===== src/rtl/ohd_inj_pkg.sv =====
package ohd_inj_pkg;

    localparam int NUM_ACT = 13;
    localparam int TAG_W   = 11;

    typedef enum logic {
        ARM_IDLE = 1'b0,
        ARM_WAIT = 1'b1
    } arm_state_t;

    // Actions whose byte is inverted: B1, B2 x3, B3 x3, protection B2
    localparam logic [NUM_ACT-1:0] INV_MASK = 13'b0_1000_1110_1111;
    // Actions forcing the M1 count to one: working and protection line REI
    localparam logic [NUM_ACT-1:0] M1_MASK  = 13'b1_0000_0001_0000;
    // Actions forcing a path REI into G1
    localparam logic [NUM_ACT-1:0] G1_MASK  = 13'b0_0111_0000_0000;

    // Tag bit watched by an action
    function automatic int slot_tag(input int s);
        if (s == 11) return 1;
        if (s == 12) return 4;
        return s;
    endfunction

    // Action acts on the protection signal
    function automatic bit slot_prot(input int s);
        return (s >= 11);
    endfunction

    // Action belongs to port 2 or 3 of B3 / G1 (masked in AU-4 mode)
    function automatic bit slot_upper_port(input int s);
        return (s == 6) || (s == 7) || (s == 9) || (s == 10);
    endfunction

endpackage


===== src/rtl/ohd_trig_edge.sv =====
module ohd_trig_edge #(
    parameter int SYNC_STAGES = 2
) (
    input  logic clk,
    input  logic rst_n,
    input  logic trig_async,
    output logic edge_o
);
    logic [SYNC_STAGES:0] chain;

    always_ff @(posedge clk or negedge rst_n) begin
        if (!rst_n) begin
            chain <= '0;
        end else begin
            chain <= {chain[SYNC_STAGES-1:0], trig_async};
        end
    end

    assign edge_o = chain[SYNC_STAGES-1] && !chain[SYNC_STAGES];

    // a held level yields a single-cycle edge
    a_r1_one_cycle_edge: assert property (@(posedge clk) disable iff (!rst_n)
        edge_o |=> !edge_o);

endmodule


===== src/rtl/ohd_arm_slot.sv =====
module ohd_arm_slot
    import ohd_inj_pkg::*;
(
    input  logic clk,
    input  logic rst_n,
    input  logic arm_edge,
    input  logic enable,
    input  logic tag_hit,
    output logic pending,
    output logic consume
);
    arm_state_t state_q, state_d;

    always_ff @(posedge clk or negedge rst_n) begin
        if (!rst_n) begin
            state_q <= ARM_IDLE;
        end else begin
            state_q <= state_d;
        end
    end

    always_comb begin
        state_d = state_q;
        unique case (state_q)
            ARM_IDLE: if (arm_edge && enable) state_d = ARM_WAIT;
            ARM_WAIT: if (tag_hit)            state_d = ARM_IDLE;
            default:                          state_d = ARM_IDLE;
        endcase
    end

    always_comb begin
        pending = (state_q == ARM_WAIT);
        consume = (state_q == ARM_WAIT) && tag_hit;
    end

    // arming only follows an enabled trigger edge
    a_r1_arm_from_edge: assert property (@(posedge clk) disable iff (!rst_n)
        $rose(pending) |-> $past(arm_edge && enable));

    // armed state persists until its byte passes, edges notwithstanding
    a_r9_hold_until_hit: assert property (@(posedge clk) disable iff (!rst_n)
        (pending && !tag_hit) |=> pending);

    // the consuming byte always disarms, even with a coincident edge
    a_r9_clear_on_hit: assert property (@(posedge clk) disable iff (!rst_n)
        (pending && tag_hit) |=> !pending);

endmodule


===== src/rtl/ohd_err_injector.sv =====
module ohd_err_injector
    import ohd_inj_pkg::*;
#(
    parameter int DATA_W      = 8,
    parameter int SYNC_STAGES = 2
) (
    input  logic                 clk,
    input  logic                 rst_n,
    input  logic                 trig_in,
    input  logic [NUM_ACT-1:0]   ctrl,
    input  logic                 au4_mode,
    input  logic [DATA_W-1:0]    in_data,
    input  logic [TAG_W-1:0]     in_tag,
    input  logic                 in_prot,
    output logic [DATA_W-1:0]    out_data
);
    localparam int NIB = 4;
    localparam logic [DATA_W-1:0] M1_ONE  = DATA_W'(1);
    localparam logic [NIB-1:0]    REI_ONE = NIB'(1);

    logic               trig_edge;
    logic [NUM_ACT-1:0] match;
    logic [NUM_ACT-1:0] eff_en;
    logic [NUM_ACT-1:0] pend;
    logic [NUM_ACT-1:0] hit;
    logic [DATA_W-1:0]  data_d;

    ohd_trig_edge #(.SYNC_STAGES(SYNC_STAGES)) u_edge (
        .clk        (clk),
        .rst_n      (rst_n),
        .trig_async (trig_in),
        .edge_o     (trig_edge)
    );

    for (genvar s = 0; s < NUM_ACT; s++) begin : g_slot
        localparam int TI = slot_tag(s);
        localparam bit PR = slot_prot(s);
        localparam bit UP = slot_upper_port(s);

        assign match[s]  = in_tag[TI] && (in_prot == PR);
        assign eff_en[s] = ctrl[s] && !(UP && au4_mode);

        ohd_arm_slot u_slot (
            .clk      (clk),
            .rst_n    (rst_n),
            .arm_edge (trig_edge),
            .enable   (eff_en[s]),
            .tag_hit  (match[s]),
            .pending  (pend[s]),
            .consume  (hit[s])
        );
    end

    always_comb begin
        data_d = in_data;
        if (|(hit & INV_MASK)) begin
            data_d = ~in_data;
        end else if (|(hit & M1_MASK)) begin
            data_d = M1_ONE;
        end else if (|(hit & G1_MASK)) begin
            data_d = {REI_ONE, in_data[DATA_W-NIB-1:0]};
        end
    end

    always_ff @(posedge clk or negedge rst_n) begin
        if (!rst_n) begin
            out_data <= '0;
        end else begin
            out_data <= data_d;
        end
    end

    // untagged bytes pass one cycle later, unchanged
    a_r8_passthru: assert property (@(posedge clk) disable iff (!rst_n)
        (in_tag == '0) |=> (out_data == $past(in_data)));

    // an armed working line REI forces the M1 count to one
    a_r6_m1_forced: assert property (@(posedge clk) disable iff (!rst_n)
        (in_tag[4] && !in_prot && pend[4]) |=> (out_data == M1_ONE));

    // port 3 B3 never arms while AU-4 mode is set
    a_r4_au4_mask: assert property (@(posedge clk) disable iff (!rst_n)
        $rose(pend[7]) |-> !$past(au4_mode));

    // protection actions leave working bytes alone
    a_r7_prot_isolated: assert property (@(posedge clk) disable iff (!rst_n)
        !in_prot |-> !hit[11] && !hit[12]);

endmodule


===== config.mk =====
export PLATFORM = sky130hd
export DESIGN_NAME = ohd_err_injector
export DESIGN_NICKNAME = d
export VERILOG_FILES = /design/src/rtl/ohd_inj_pkg.sv /design/src/rtl/ohd_trig_edge.sv /design/src/rtl/ohd_arm_slot.sv /design/src/rtl/ohd_err_injector.sv
export SDC_FILE = /design/constraint.sdc
export NUM_CORES = 1
export LEC_CHECK = 0
export BUFFER_PORTS_ARGS = -buffer_cell sky130_fd_sc_hd__buf_4
export CORE_ASPECT_RATIO = 1.5
export CORE_MARGIN = 2
export CORE_UTILIZATION = 45
export CTS_CLUSTER_SIZE = 20
export DETAILED_ROUTE_END_ITERATION = 8
export GPL_ROUTABILITY_DRIVEN = 0
export PLACE_DENSITY = 0.81
export SLEW_MARGIN = 20
export SYNTH_ARGS = -nofsm -noshare
export SYNTH_HDL_FRONTEND = slang
export SYNTH_SLANG_ARGS = --single-unit

===== constraint.sdc =====
create_clock -name clk -period 1.73 [get_ports clk]
set_clock_uncertainty 0.1 [all_clocks]
set_input_delay 0.0865 -clock clk [delete_from_list [all_inputs] [get_ports clk]]
set_output_delay 0.0865 -clock clk [all_outputs]
set_load 0.05 [all_outputs]

## Word level (Yosys, flattened, before mapping)

Index checks and enable logic that the tools add are counted.

| storage, ports and cells | value |
|---|---|
| register bits after elaboration | 24 |
| input port bits | 37 |
| output and inout port bits | 8 |

| cells by class | value |
|---|---|
| multiplexer cells | 42 |
| bitwise logic cells | 15 |
| reduce and logical (&&, ||, !) cells | 49 |

Operator list:

| operator | number |
|---|---|
| 1-bit logical AND | 44 |
| 1-bit 2-to-1 mux | 26 |
| 1-bit case mux with 2 select lines | 13 |
| 8-bit 2-to-1 mux | 3 |
| 1-bit inverter | 14 |
| 8-bit inverter | 1 |
| 8-bit OR reduction | 1 |
| 3-bit OR reduction | 1 |
| 1-bit zero test | 2 |
| 2-bit OR reduction | 1 |

## Logic depth before layout (Yosys ltp)

Gate-level depths: netlist (run 1).

| logic depth | value |
|---|---|
| word-level depth | 7 |
| depth in mapped cells | 5 |
| gate-level depth less buffers | 4 |

## Cells and area by module

From an unflattened synthesis (run 1), not the netlist that was laid out.

| second synthesis, totals | value |
|---|---|
| cell total of the unflattened synthesis | 99 |
| area total of the unflattened synthesis | 1179.9 sq um |

By module, submodules not included:

| module | times used | cells each | area each (sq um) |
|---|---|---|---|
| ohd_arm_slot | 13 | 4 | 46.3 |
| ohd_err_injector | 1 | 43 | 489.2 |
| ohd_trig_edge | 1 | 4 | 88.8 |

## Worst setup path after synthesis (run 1)

No wires, ideal clock.

| path | value |
|---|---|
| path type | register -> register |
| start point | reg g_slot[2].u_slot.state_q |
| end point | reg out_data[0] |
| setup time | 0.079 ns |
| data arrival time | 1.329 ns |
| data required time | 1.551 ns |
| setup slack | 0.222 ns |
| stages on the path, launching flop included | 5 |
| path buffers | 0 |
| period minus slack after synthesis | 1.508 ns |
| path through | dfrtp_1 a222oi_1 nand3_1 o21ai_4 mux2i_1 |

| between the ends | value |
|---|---|
| cells in the longest elaborated chain, start to end | 3 |

RTL lines:

| element | RTL line | RTL |
|---|---|---|
| from (decl) | ohd_arm_slot.sv:12 | `arm_state_t state_q, state_d;` |
| from (signal assigned) | ohd_arm_slot.sv:18 | `state_q <= state_d;` |
| 1-bit logical AND | ohd_arm_slot.sv:33 | `consume = (state_q == ARM_WAIT) && tag_hit;` |
| 8-bit OR reduction | ohd_err_injector.sv:56 | `if (\|(hit & INV_MASK)) begin` |
| 8-bit 2-to-1 mux | ohd_err_injector.sv:56 |  |
| net data_d[0] | ohd_err_injector.sv:26 | `logic [DATA_W-1:0] data_d;` |
| to (signal assigned) | ohd_err_injector.sv:69 | `out_data <= data_d;` |
| to (decl) | ohd_err_injector.sv:15 | `output logic [DATA_W-1:0] out_data` |

The timed path passes the listed nets, and every way through them passes these cells.

## Worst setup path in the final report (run 1)

| path | value |
|---|---|
| start point | reg u_edge.chain[1] |
| end point | reg g_slot[8].u_slot.state_q |

| between the ends | value |
|---|---|
| cells in the longest elaborated chain, start to end | 4 |

RTL lines:

| element | RTL line | RTL |
|---|---|---|
| from (decl) | ohd_trig_edge.sv:9 | `logic [SYNC_STAGES:0] chain;` |
| from (signal assigned) | ohd_trig_edge.sv:15 | `chain <= {chain[SYNC_STAGES-1:0], trig_async};` |
| 1-bit logical AND | ohd_trig_edge.sv:19 | `assign edge_o = chain[SYNC_STAGES-1] && !chain[SYNC_STAGES];` |
| 1-bit logical AND | ohd_arm_slot.sv:25 | `ARM_IDLE: if (arm_edge && enable) state_d = ARM_WAIT;` |
| 1-bit 2-to-1 mux | ohd_arm_slot.sv:25 |  |
| 1-bit case mux with 2 select lines | ohd_arm_slot.sv:24 | `unique case (state_q)` |
| net g_slot[8].u_slot.state_d | ohd_arm_slot.sv:12 |  |
| to (signal assigned) | ohd_arm_slot.sv:18 |  |
| to (decl) | ohd_arm_slot.sv:12 |  |

The timed path passes the listed nets, and every way through them passes these cells.

==> metrics.txt, run 1 <==
Setup TNS=0 ps; final period utilization=98.43%; Slew Viols, Final=0; Core Util, Final=84.27%; met1 GRT Util=27.17%; initial antenna violation count=0; largest net degree at the start of global routing=25; Die Span Y=61.51 um; largest cells by area after synthesis=dfrtp_1 61%, mux2i_1 8.1%, a31oi_1 7.6%; Hold Path Class=in -> reg; Die X=42.34 um; Mapped Cells=83; total congestion overflow=0; routing usage on met3=about 2.6%; clk_lat worst skew=around 300 ps; sequential fraction of the synthesis area=between 60 and 70%; Post-Place Setup Slack=75.67 ps; Pleak=roughly 0.81 nW; crit end category=flip-flop; drt pass-1 iters=5; n_diodes=0; ANT nets after route=0; DP HPWL=approximately 1800 um; failing checks=negative hold slack; nets=202; Final Hold Viols=2; slowest cell delay on critical path=560 ps; drt drc=0; GRT Max-Usage Layer=met2; routed via count=993; first-pass GRT wire length=roughly 4500 um; Critical path origin=u_edge.chain[1]$_DFF_PN0_; Critical R2R Capture=g_slot[8].u_slot.pending$_DFF_PN0_; cts bufs inserted=3; clk root buf=clkbuf_4; ys flop type=dfrtp_1; Initial Util=48.35%; count leader, synth=dfrtp_1; Initial DRC Count=22; Unique masters post-synth=17; RSZ-0062 raised after global routing=true; final worst path period need=1703 ps; Async SR Flop Fraction=100.0%; RR Startpoint=u_edge.chain[1]$_DFF_PN0_; status=finished, violations left; Mapped Area=992.2 um^2; number of flops mapped to enable cells by yosys=0; number of core rows=20; R2R setup slack=30 ps; met2 Usage GRT=41.76%; post-synth net total=between 100 and 150; area share of the largest cell type after synthesis=60.53%; Filler cells=106; pwr dens=988.4 mW/mm^2; CTS tree=yes; layout cells sized above 1=34.97%; H-tree lvl count=1; WHS=-17.86 ps; # IOs=45; Worst Path Arrival=1800 ps; vias in the first global route=roughly 1100; area leader, netlist=dfrtp_1; Worst-path clk slew=120 ps; critical path class=reg -> reg; worst path required time=about 1800 ps; WL final=slightly below 3000 um; Max-slew headroom=75.66%; max-cap viol count=0; worst-path maximum fanout=4; Via density=5.368; die area=0.002604 mm^2; cell breakdown of the critical path=nor2b_2 > buf_2 > a21oi_1 > a31oi_1 > dlygate4sd3_1; area grow syn2layout=74.27%; Critical-path top delay cell=dlygate4sd3_1; YS warnings=0; Worst setup SP type=flip-flop; Seq cells post-synth=24; DR WL/cell=15.79 um; gr usage total=22.78%; Post-synth top cells=24 x dfrtp_1, 13 x a21oi_1, 12 x a31oi_1; actual slew at the worst max-slew pin=365.1 ps; Critical path destination=g_slot[8].u_slot.pending$_DFF_PN0_; PnR worst setup slack=27.24 ps; core area=0.002052 mm^2; Total Power=0.001709 W; Reg2Reg Depth=5; syn_area_per_cell=11.95 um^2; clock sinks=24; count of final setup violators=0; input/output buffers=44; clock buffer depth=2; Worst VDD drop=roughly 0.6 mV; achievable frequency=about 600 MHz
[power breakdown]
| part | total, W | switching [W] | internal [W] |
|---|---|---|---|
| clock | 0.000231 | 0.000149 | 0.0000811 |
| sequential | 0.000801 | 0.000103 | 0.000698 |
| combinational | 0.000677 | 0.000342 | 0.000335 |
| total | 0.00171 | 0.000595 | 0.00111 |
[logic make-up after synthesis]
kind of cell    count (synthesis)  synth area share (%)
mux                             8                 8.071
simple gates                   16                 8.072
flops                          24                 60.53
buf+inv                         3                 1.387
compound gates                 32                 21.94
[per-stage QoR]
step	std cells	area [um^2]
final	185	1729
after global routing	185	1729
after CTS	185	1710
after detailed placement	148	1348
after global placement	148	1348
after floorplan	83	992.2
[layer usage]
metal / vias up / share of wire [%] / wire [um]
met1: 462 / 41 / 1203
met2: 50 / 52 / 1508
li1: 475 / - / -
met4: 0 / 1.8 / 53
met5: - / 0 / 0
met3: 6 / 5.4 / 158
[cells in the final DEF, fill, tap and decap left out]
cell,n
nor2_1,2
buf_2,1
and3b_1,1
nor2b_1,2
clkinvlp_4,1
nand3_1,4
nor2b_2,1
a21oi_2,2
clkbuf_4,3
o21ai_0,1
o21ai_4,1
buf_12,1
nand2_1,5
buf_4,45
a222oi_1,2
a21oi_1,11
dlygate4sd3_1,32
mux2i_1,8
or2_2,1
a22oi_1,2
a31oi_1,12
a31oi_4,1
dfrtp_1,24
[worst max-delay path: cells and delay by family, from the launching register on]
| kind | cells | cell delay [ps] |
|---|---|---|
| AO/OA/AOI/OAI | 2 | 230 |
| buffers and inverters | 2 | 720 |
| flip-flops | 1 | 390 |
| AND/OR/NAND/NOR | 1 | 160 |
[worst min path at each step]
stage | start | endpoint | slack, ps | depth (start not counted)
2_1_floorplan | rst_n | g_slot[0].u_slot.pending$_DFF_PN0_ | -310 | 0
3_3_place_gp | rst_n | g_slot[5].u_slot.pending$_DFF_PN0_ | -110 | 1
3_5_place_dp | rst_n | g_slot[3].u_slot.pending$_DFF_PN0_ | -100 | 1
4_1_cts | ctrl[11] | g_slot[11].u_slot.pending$_DFF_PN0_ | 4 | 3
5_1_grt | ctrl[0] | g_slot[0].u_slot.pending$_DFF_PN0_ | 6 | 3
6_report | ctrl[2] | g_slot[2].u_slot.pending$_DFF_PN0_ | -20 | 3
[registers in the layout, indices dropped and copies added, names as in the netlist]
| register | count |
|---|---|
| g_slot.u_slot.pending | 13 |
| out_data | 8 |
| u_edge.chain | 3 |
[timing repair]
item,4_1_cts,5_1_grt
gates resized for setup,0,5
hold endpoints to repair,46,0
setup buffers,0,2
hold buffers,34,0
setup endpoints to repair,0,15
[final cells by class]
type | count | area (um^2) | area share [%]
tap | 22 | 27.53 | 1.592
sequential | 24 | 600.6 | 34.73
timing repair buffer | 79 | 683.2 | 39.51
clock buffer | 3 | 22.52 | 1.302
inverter | 1 | 7.507 | 0.4342
multi-input combinational | 56 | 387.9 | 22.43
No activity file was read; power rests on OpenSTA's default activity.
==> inputs of run 2 (changes only) <==
- CAP_MARGIN: default -> 10
- CORE_MARGIN: 2 -> default
==> run 2 against run 1 <==
  * The run ends with negative setup slack left
  * Die area is 7.8% lower
  * Hold slack better by 91 ps
  * Sequential power is 1% higher
  * Design area is 2.5% higher
  * Setup slack worse by 140 ps
  * Count of clock-buffer cells in the layout is 1 higher
  * Wire length is 10% higher
  * Critical path depth stayed put
  * Largest cell class unchanged
==> metrics.txt, run 2 (same netlist as run 1, synthesis figures left out) <==
Filler cells=96; final cell count without fillers=189; Post-Place Cells=148; achievable frequency=543.4 MHz; first-pass GRT wire length=4471 um; Worst-path clk slew=roughly 120 ps; failing checks=negative setup slack; crit end category=flip-flop; vias in the first global route=roughly 1000; max reg flops=13; DP HPWL=between 1500 and 2000 um; Worst setup SP type=flip-flop; number of core rows=20; area grow syn2layout=78.69%; R2R setup slack=-110 ps; Worst VDD drop=0.6848 mV; Slew Viols, Final=0; Setup TNS=-672.8 ps; critical path class=reg -> reg; final worst path period need=1840 ps; pwr dens=1021 mW/mm^2; count of final setup violators=8; slowest cell delay on critical path=440 ps; clock sinks=24; Pleak=0.8285 nW; Max-slew headroom=between 70% and 80%; Hold Path Stages=4; most frequent cells in the layout=46 x buf_4, 34 x dlygate4sd3_1, 24 x dfrtp_1; drt pass-1 iters=4; n_diodes=0; CTS tree=yes; PnR worst setup slack=-110.4 ps; max-cap viol count=0; WL final=between 3000 and 4000 um; final period utilization=106.4%; ANT nets after route=0; Hold EP=g_slot[6].u_slot.pending$_DFF_PN0_; clk_lat worst skew=300 ps; gr usage total=28.20%; DR WL/cell=17.05 um; clock buffer depth=2; initial antenna violation count=0; actual slew at the worst max-slew pin=385.9 ps; worst path bufs/invs=1; Die Span Y=59.51 um; commonest non-fill, non-tap cell in the layout=buf_4; layout cells sized above 1=a little over a third; worst path required time=1860 ps; cell breakdown of the critical path=a222oi_1 > nand3_1 > o21ai_4 > buf_12 > mux2i_2; critical path's top delay family=compound AO/OA/AOI/OAI gates; input/output buffers=44; largest net degree at the start of global routing=25; DP Area=0.001348 mm^2; core area=0.002052 mm^2; Via density=about 5.6; RSZ-0062 raised after global routing=true; Critical R2R Capture=out_data[6]$_DFF_PN0_; clk root buf=clkbuf_4; die area=0.002401 mm^2; Die X=40.34 um; RR Startpoint=g_slot[2].u_slot.pending$_DFF_PN0_; Initial DRC Count=42; Initial Util=roughly half; Final Hold Viols=0; worst-path maximum fanout=8; Reg2Reg Depth=5; # IOs=45; status=finished, violations left; drt drc=0; routed via count=1054; Critical-path top delay cell=dfrtp_1; Post-Place Setup Slack=67.08 ps; Worst Path Arrival=1970 ps; post-layout instance area=0.001773 mm^2; Hold Startpoint=au4_mode; nets=205; total congestion overflow=0; H-tree lvl count=1; cts bufs inserted=3; Hold Path Class=in -> reg
run 2: cell types whose count changed in the layout (fill, tap and decap cells not counted):
cell / before / now
mux2i_2: 0 / 1
buf_4: 45 / 46
a21oi_2: 2 / 1
dlygate4sd3_1: 32 / 34
clkbuf_8: 0 / 1
mux2i_1: 8 / 7
clkinvlp_4: 1 / 0
buf_2: 1 / 0
a21oi_1: 11 / 12
buf_6: 0 / 1
clkinv_1: 0 / 1
run 2: what timing repair did:
action	4_1_cts	5_1_grt
setup endpoints to repair	0	13
gates resized for setup	0	4
buffers inserted	0	4
endpoints found under the hold margin	46	0
hold buffers	34	0
run 2: report_power, final:
part / total (W) / leakage [nW] / switching [W] / internal (W)
sequential: 0.000813 / 0.285 / 0.000115 / 0.000698
clock: 0.000285 / 0.0210 / 0.000157 / 0.000128
combinational: 0.000712 / 0.522 / 0.000363 / 0.000349
total: 0.00181 / 0.829 / 0.000635 / 0.00118
run 2: how the worst max path moves through the flow:
| stage | start | endpoint | cells after the start |
|---|---|---|---|
| floorplan | g_slot[2].u_slot.pending$_DFF_PN0_ | out_data[0]$_DFF_PN0_ | 4 |
| global placement | g_slot[2].u_slot.pending$_DFF_PN0_ | out_data[5]$_DFF_PN0_ | 4 |
| detailed placement | g_slot[2].u_slot.pending$_DFF_PN0_ | out_data[6]$_DFF_PN0_ | 4 |
| CTS | u_edge.chain[2]$_DFF_PN0_ | g_slot[12].u_slot.pending$_DFF_PN0_ | 5 |
| global route | g_slot[2].u_slot.pending$_DFF_PN0_ | out_data[1]$_DFF_PN0_ | 5 |
| finish | g_slot[2].u_slot.pending$_DFF_PN0_ | out_data[6]$_DFF_PN0_ | 5 |
run 2: area by class of cell:
| type | instances | area, um^2 | area share, % |
|---|---|---|---|
| Timing Repair Buffer | 82 | 716.9 | 40.44 |
| Sequential cell | 24 | 600.6 | 33.87 |
| Multi-Input combinational cell | 56 | 387.9 | 21.88 |
| Clock buffer | 4 | 36.28 | 2.047 |
| Tap cell | 22 | 27.53 | 1.553 |
| Inverter | 1 | 3.754 | 0.2117 |
run 2: metrics by stage:
step / utilization, % / total power [W] / hold WS (ps)
floorplan: - / 0.001129 / -309.1
global placement: 65.67 / 0.001312 / -109.6
detailed placement: 65.67 / 0.001338 / -103.3
CTS: 84.02 / 0.001723 / 34.56
global route: 86.40 / 0.001897 / 86.75
finish: 86.40 / 0.001810 / 73.22
run 2: worst min-delay path, stage by stage:
cell and delay (ps):
buf_4 80, nor2b_1 80, a21oi_1 150, a31oi_1 50
run 2: per-layer routing:
metal  vias up  routed length, um  GRT usage [%]
li1        482                  -              -
met2        61               1617          50.34
met5         -                  0              0
met3        10                211          2.632
met4         0                 95          11.43
met1       501               1299          32.16
